**config.mk**
```make
export PLATFORM = sky130hd
export DESIGN_NAME = digital_lock_detector
export DESIGN_NICKNAME = d
export VERILOG_FILES = /design/src/rtl/dld_pkg.sv /design/src/rtl/window_select.sv /design/src/rtl/edge_interval_timer.sv /design/src/rtl/lock_qualifier.sv /design/src/rtl/digital_lock_detector.sv
export SDC_FILE = /design/constraint.sdc
export NUM_CORES = 1
export LEC_CHECK = 0
export ABC_AREA = 1
export BUFFER_PORTS_ARGS = -buffer_cell sky130_fd_sc_hd__buf_4
export CAP_MARGIN = 25
export CELL_PAD_IN_SITES_DETAIL_PLACEMENT = 1
export CELL_PAD_IN_SITES_GLOBAL_PLACEMENT = 2
export CORE_UTILIZATION = 37
export CTS_BUF_LIST = sky130_fd_sc_hd__clkbuf_4
export DETAILED_ROUTE_END_ITERATION = 10
export PLACE_DENSITY_LB_ADDON = 0.1
export RECOVER_POWER = 25
export SLEW_MARGIN = 10
export SYNTH_ARGS = -nofsm -noshare
export SYNTH_HDL_FRONTEND = slang
export SYNTH_HIERARCHICAL = 1
export SYNTH_SLANG_ARGS = --single-unit
```
**constraint.sdc**
```tcl
create_clock -name clk -period 3.4 [get_ports clk]
set_clock_uncertainty 0.1 [all_clocks]
set_input_delay 0 -clock clk [delete_from_list [all_inputs] [get_ports clk]]
set_output_delay 0 -clock clk [all_outputs]
set_load 0.01 [all_outputs]
```
**src/rtl/dld_pkg.sv**
```systemverilog
package dld_pkg;

  typedef enum logic {
    MS_IDLE = 1'b0,
    MS_WAIT = 1'b1
  } meas_state_e;

  function automatic int unsigned max2(input int unsigned a, input int unsigned b);
    return (a > b) ? a : b;
  endfunction

endpackage

```
**src/rtl/window_select.sv**
```systemverilog
module window_select
  import dld_pkg::*;
#(
  parameter int unsigned WIN_HI  = 8,
  parameter int unsigned LOSS_HI = 16,
  parameter int unsigned WIN_LO  = 4,
  parameter int unsigned LOSS_LO = 8,
  parameter int unsigned TW      = 5
) (
  input  logic          range_low,
  output logic [TW-1:0] win,
  output logic [TW-1:0] thr,
  output logic [TW-1:0] limit
);

  localparam logic [TW-1:0] WIN_HI_V  = TW'(WIN_HI);
  localparam logic [TW-1:0] LOSS_HI_V = TW'(LOSS_HI);
  localparam logic [TW-1:0] WIN_LO_V  = TW'(WIN_LO);
  localparam logic [TW-1:0] LOSS_LO_V = TW'(LOSS_LO);

  always_comb begin
    if (range_low) begin
      win = WIN_LO_V;
      thr = LOSS_LO_V;
    end else begin
      win = WIN_HI_V;
      thr = LOSS_HI_V;
    end
    limit = thr + 1'b1;
  end

endmodule

```
**src/rtl/edge_interval_timer.sv**
```systemverilog
module edge_interval_timer
  import dld_pkg::*;
#(
  parameter int unsigned TW = 5
) (
  input  logic          clk,
  input  logic          rst_n,
  input  logic          clr,
  input  logic          ref_pls,
  input  logic          fb_pls,
  input  logic [TW-1:0] limit,
  output logic          done,
  output logic [TW-1:0] diff,
  output logic          timed_out
);

  meas_state_e   state;
  logic          first_ref;
  logic [TW-1:0] timer;
  logic          partner;

  always_comb begin
    done      = 1'b0;
    diff      = '0;
    timed_out = 1'b0;
    partner   = first_ref ? fb_pls : ref_pls;
    if (!clr) begin
      if (state == MS_IDLE) begin
        if (ref_pls && fb_pls) begin
          done = 1'b1;
        end
      end else begin
        if (partner) begin
          done = 1'b1;
          diff = timer;
        end else if (timer >= limit) begin
          done      = 1'b1;
          diff      = timer;
          timed_out = 1'b1;
        end
      end
    end
  end

  always_ff @(posedge clk or negedge rst_n) begin
    if (!rst_n) begin
      state     <= MS_IDLE;
      first_ref <= 1'b0;
      timer     <= '0;
    end else if (clr) begin
      state     <= MS_IDLE;
      first_ref <= 1'b0;
      timer     <= '0;
    end else if (state == MS_IDLE) begin
      if (ref_pls ^ fb_pls) begin
        state     <= MS_WAIT;
        first_ref <= ref_pls;
        timer     <= TW'(1);
      end
    end else begin
      if (done) begin
        state <= MS_IDLE;
        timer <= '0;
      end else begin
        timer <= timer + 1'b1;
      end
    end
  end

  AST_WAIT_START: assert property (@(posedge clk) disable iff (!rst_n)
    (state == MS_IDLE && (ref_pls ^ fb_pls) && !clr) |=> (state == MS_WAIT && timer == TW'(1)))
    else $error("measurement did not start");

  AST_END_TO_IDLE: assert property (@(posedge clk) disable iff (!rst_n)
    (state == MS_WAIT && done) |=> (state == MS_IDLE))
    else $error("measurement did not end");

  AST_REPEAT_IGNORED: assert property (@(posedge clk) disable iff (!rst_n)
    (state == MS_WAIT && !done && !clr) |=> (state == MS_WAIT && timer == $past(timer) + 1'b1))
    else $error("timer disturbed while waiting");

endmodule

```
**src/rtl/lock_qualifier.sv**
```systemverilog
module lock_qualifier
  import dld_pkg::*;
#(
  parameter int unsigned TW   = 5,
  parameter int unsigned TGT0 = 5,
  parameter int unsigned TGT1 = 16,
  parameter int unsigned TGT2 = 64,
  parameter int unsigned TGT3 = 255
) (
  input  logic          clk,
  input  logic          rst_n,
  input  logic          det_off,
  input  logic [1:0]    cnt_sel,
  input  logic          res_valid,
  input  logic [TW-1:0] res_diff,
  input  logic          res_tout,
  input  logic [TW-1:0] win,
  input  logic [TW-1:0] thr,
  output logic          lock
);

  localparam int unsigned TMAX = max2(max2(TGT0, TGT1), max2(TGT2, TGT3));
  localparam int unsigned CW   = $clog2(TMAX + 1);

  logic [CW-1:0] cnt;
  logic [CW-1:0] cnt_inc;
  logic [CW-1:0] target;
  logic          res_in;
  logic          res_far;

  always_comb begin
    unique case (cnt_sel)
      2'b00:   target = CW'(TGT0);
      2'b01:   target = CW'(TGT1);
      2'b10:   target = CW'(TGT2);
      default: target = CW'(TGT3);
    endcase
    res_in  = !res_tout && (res_diff < win);
    res_far = res_tout || (res_diff > thr);
    cnt_inc = cnt + 1'b1;
  end

  always_ff @(posedge clk or negedge rst_n) begin
    if (!rst_n) begin
      cnt  <= '0;
      lock <= 1'b0;
    end else if (det_off) begin
      cnt  <= '0;
      lock <= 1'b0;
    end else if (res_valid) begin
      if (lock) begin
        if (res_far) begin
          lock <= 1'b0;
          cnt  <= '0;
        end
      end else if (res_in) begin
        if (cnt_inc >= target) begin
          lock <= 1'b1;
          cnt  <= '0;
        end else begin
          cnt <= cnt_inc;
        end
      end else begin
        cnt <= '0;
      end
    end
  end

  AST_OFF_CLEARS: assert property (@(posedge clk) disable iff (!rst_n)
    det_off |=> (!lock && cnt == '0))
    else $error("disable did not clear");

  AST_MISS_RESETS: assert property (@(posedge clk) disable iff (!rst_n)
    (res_valid && !res_in && !lock) |=> (cnt == '0))
    else $error("miss did not clear count");

  AST_HOLD_NEAR: assert property (@(posedge clk) disable iff (!rst_n)
    (lock && res_valid && !res_far && !det_off) |=> lock)
    else $error("lock lost inside threshold");

  AST_RISE_CAUSE: assert property (@(posedge clk) disable iff (!rst_n)
    $rose(lock) |-> $past(res_valid && res_in))
    else $error("lock rose without in-window result");

  AST_LOCKED_CNT_ZERO: assert property (@(posedge clk) disable iff (!rst_n)
    lock |-> (cnt == '0))
    else $error("count nonzero while locked");

endmodule

```
**src/rtl/digital_lock_detector.sv**
```systemverilog
module digital_lock_detector
  import dld_pkg::*;
#(
  parameter int unsigned WIN_HI  = 8,
  parameter int unsigned LOSS_HI = 16,
  parameter int unsigned WIN_LO  = 4,
  parameter int unsigned LOSS_LO = 8,
  parameter int unsigned TGT0    = 5,
  parameter int unsigned TGT1    = 16,
  parameter int unsigned TGT2    = 64,
  parameter int unsigned TGT3    = 255
) (
  input  logic       clk,
  input  logic       rst_n,
  input  logic       ref_edge,
  input  logic       fb_edge,
  input  logic [1:0] cnt_sel,
  input  logic       range_low,
  input  logic       det_off,
  output logic       locked
);

  localparam int unsigned TW = $clog2(max2(LOSS_HI, LOSS_LO) + 2);

  logic [TW-1:0] win;
  logic [TW-1:0] thr;
  logic [TW-1:0] limit;
  logic          res_valid;
  logic [TW-1:0] res_diff;
  logic          res_tout;

  window_select #(
    .WIN_HI(WIN_HI), .LOSS_HI(LOSS_HI), .WIN_LO(WIN_LO), .LOSS_LO(LOSS_LO), .TW(TW)
  ) u_win (
    .range_low(range_low),
    .win      (win),
    .thr      (thr),
    .limit    (limit)
  );

  edge_interval_timer #(.TW(TW)) u_timer (
    .clk      (clk),
    .rst_n    (rst_n),
    .clr      (det_off),
    .ref_pls  (ref_edge),
    .fb_pls   (fb_edge),
    .limit    (limit),
    .done     (res_valid),
    .diff     (res_diff),
    .timed_out(res_tout)
  );

  lock_qualifier #(
    .TW(TW), .TGT0(TGT0), .TGT1(TGT1), .TGT2(TGT2), .TGT3(TGT3)
  ) u_qual (
    .clk      (clk),
    .rst_n    (rst_n),
    .det_off  (det_off),
    .cnt_sel  (cnt_sel),
    .res_valid(res_valid),
    .res_diff (res_diff),
    .res_tout (res_tout),
    .win      (win),
    .thr      (thr),
    .lock     (locked)
  );

  AST_RESET_UNLOCKED: assert property (@(posedge clk)
    !rst_n |=> !locked)
    else $error("locked right after reset");

endmodule

```
==> out/qor.csv <==
metric,value,unit
status,finished clean,
startpoint types,flop,
DP Wirelength,3.304,mm
fillcell total,643,
crit path to,u_qual/cnt[5]$_DFFE_PN0P_,
CP arrival,2.82,ns
vias per inst,4.404,
Die Height,72.51,um
Clock Path Buffers,2,
diodes inserted,0,
core region area,4755,sq um
relative slew slack,0.4106,
Num CTS Buffers,3,
share of post-route cells with drive strength above 1,0.1333,
Row Count,25,
Remaining DRCs,0,
"area leader, netlist",dfrtp_1,
sequential share of the synthesized area,0.2177,
H-tree depth,1,
CP startpoint,u_timer/timer[2]$_DFFE_PN0P_,
kind of critical path,flop to flop,
Crit path required time,3.52,ns
die area,5257,sq um
starting density of the core,0.3868,
Port Buffer Count,8,
RSZ-0062 raised after global routing,false,
most frequent cells in the layout,"nand2_1 (66), inv_1 (53), ha_1 (28)",
largest cells by area after synthesis,"dfrtp_1 (22%), ha_1 (19%), nand2_1 (13%), inv_1 (11%), buf_4 (5.7%)",
"EDFF count, synth",0,
power per cell area,248.3,nW/um^2
setup TNS,0,ns
worst min-delay path category,input pin to flop,
1st-iter DRT viols,34,
Die Width,72.51,um
drt first pass iters,4,
CTS resizes,0,
Pleak,0.001100,uW
"Hold Vio Cnt, Final",0,
Final ANT Viol Nets,0,
fmax,371.1,MHz
clock transition at the registers of the reported paths,0.10,ns
top cell type's share of synthesized area,0.2177,
Total Routing Usage GR,0.1684,
post-route minimum period,2.695,ns
# clock sinks,16,
Placer Congestion,0.7479,
Fin Hold WS,0.07387,ns
R2R setup slack,0.71,ns
total vias in the final route,1484,
Synth Warn #,6,
routed length per instance,11.35,um
Final Setup Violations,0,
max cap viols,0,
Slew @ Worst Pin,0.8841,ns
Synth cell types,31,
gr ovfl total,0,
area of the multi-input gates,1142,sq um
initial antenna violation count,0,
vias in the first global route,1513,
Peak VDD IR,0.0001297,V
Sequential Area,400.4,sq um
FF-to-FF End,u_qual/cnt[5]$_DFFE_PN0P_,
Critical Path End Type,flop,
overall routed net length,3.825,mm
length in cells of the worst reg-to-reg path,17,
syn_area_per_cell,6.993,sq um
Max Fanout on Critical Path,9,
worst r2r src,u_timer/timer[2]$_DFFE_PN0P_,
fin. max-slew vios,0,
"Area growth, synth to finish",5.783,%
Layout Nets,307,
Post-Syn Area,1839,sq um
CTS tree,built,
Gate Count Post-Synth,263,
"most common cell after layout, fill and taps aside",nand2_1,
"flops & latches, synth",16,
global-route wire length before repair,6.962,mm
largest net degree at the start of global routing,17,
fraction of registers with async set/reset,1.000,
# IOs,9,
prevailing post-synth register cell,dfrtp_1,
Root Buffer,clkbuf_4,
worst skew pair latency,0.28,ns
fin crit share,0.7926,
==> registers in the layout, indices dropped and copies added, names as in the netlist <==
name               flops
u_timer/first_ref      1
u_qual/cnt             8
u_timer/state          1
u_qual/lock            1
u_timer/timer          5
==> stage by stage <==
stage                     instance area (sq um)  utilization  instances  setup WS (ns)  total power [uW]
after floorplan                            1866            -        270          1.024             349.7
after detailed placement                   1893       0.3982        330         0.6893             386.7
after global placement                     1893       0.3982        330         0.7366             384.0
after global routing                       1946       0.4092        337         0.3865             528.5
after CTS                                  1949       0.4100        337         0.6509             493.4
final                                      1946       0.4092        337         0.7053             483.1
==> logic make-up after synthesis <==
kind of cell	count (synthesis)	synth area share
AND/OR/NAND/NOR	119	0.3068
adder cells (fa/ha/maj)	28	0.1905
other	2	0.004083
flip-flops	16	0.2177
XOR/XNOR	6	0.02857
AO/OA/AOI/OAI	22	0.07687
buffers and inverters	70	0.1755
==> cell usage after synthesis, types with 2 or more instances <==
cell type	instances
nor2_4	3
nand2_2	9
nor3_2	2
o21ai_2	2
nor2_2	2
nor2_1	20
o22ai_1	2
nand2_1	66
nand3_1	7
buf_4	14
dfrtp_1	16
nand3_2	4
a21oi_1	9
inv_1	53
nand4_1	4
o21ai_0	3
conb_1	2
xor2_1	5
ha_1	28
==> how the worst min path moves through the flow <==
stage	start	end	slack, ns	depth (start not counted)
2_1_floorplan	rst_n	u_qual/cnt[0]$_DFFE_PN0P_	-0.40	0
3_3_place_gp	rst_n	u_timer/timer[2]$_DFFE_PN0P_	-0.22	1
3_5_place_dp	rst_n	u_timer/timer[2]$_DFFE_PN0P_	-0.23	1
4_1_cts	rst_n	u_timer/timer[2]$_DFFE_PN0P_	0.01	2
5_1_grt	fb_edge	u_timer/first_ref$_DFFE_PN0P_	0.09	3
6_report	fb_edge	u_timer/first_ref$_DFFE_PN0P_	0.07	3
==> where the power goes <==
| group | switching, uW | internal, uW |
|---|---|---|
| clock network | 59.1 | 42.5 |
| registers | 16.0 | 203 |
| logic | 99.8 | 63.1 |
==> timing repair <==
item / in CTS / in global routing
buffers inserted: 0 / 0
hold buffers: 3 / 0
endpoints found under the hold margin: 18 / 0
==> layout make-up <==
cell class,instances,area share
sequential,16,0.2058
timing repair buffer,11,0.04437
tap,67,0.04309
inverter,55,0.1061
clock buffer,3,0.01158
clock inverter,1,0.001929
multi-input combinational,184,0.5871
==> critical path, stage by stage, from the launching register on <==
cell and delay, ns:
dfrtp_1 0.45, ha_1 0.32, nand2_1 0.06, nor2_1 0.09, nand2_1 0.07, nand4_1 0.10, nand2_2 0.14, nor2_1 0.21
ha_1 0.27, nand2_1 0.09, inv_1 0.05, nand2_1 0.07, nand2_2 0.06, nor2_4 0.15, nand3_2 0.14, nor2_1 0.13
nand2_1 0.07, nand2_1 0.06
==> per-layer routing <==
metal  wire length [um]  GRT usage  vias up
li1                   -          -      803
met1               2102     0.2470      670
met2               1642     0.2648        9
met3                 45    0.01250        2
met4                 34    0.04575        0
met5                  0          0        -
Power figures use the tool's default switching activity.
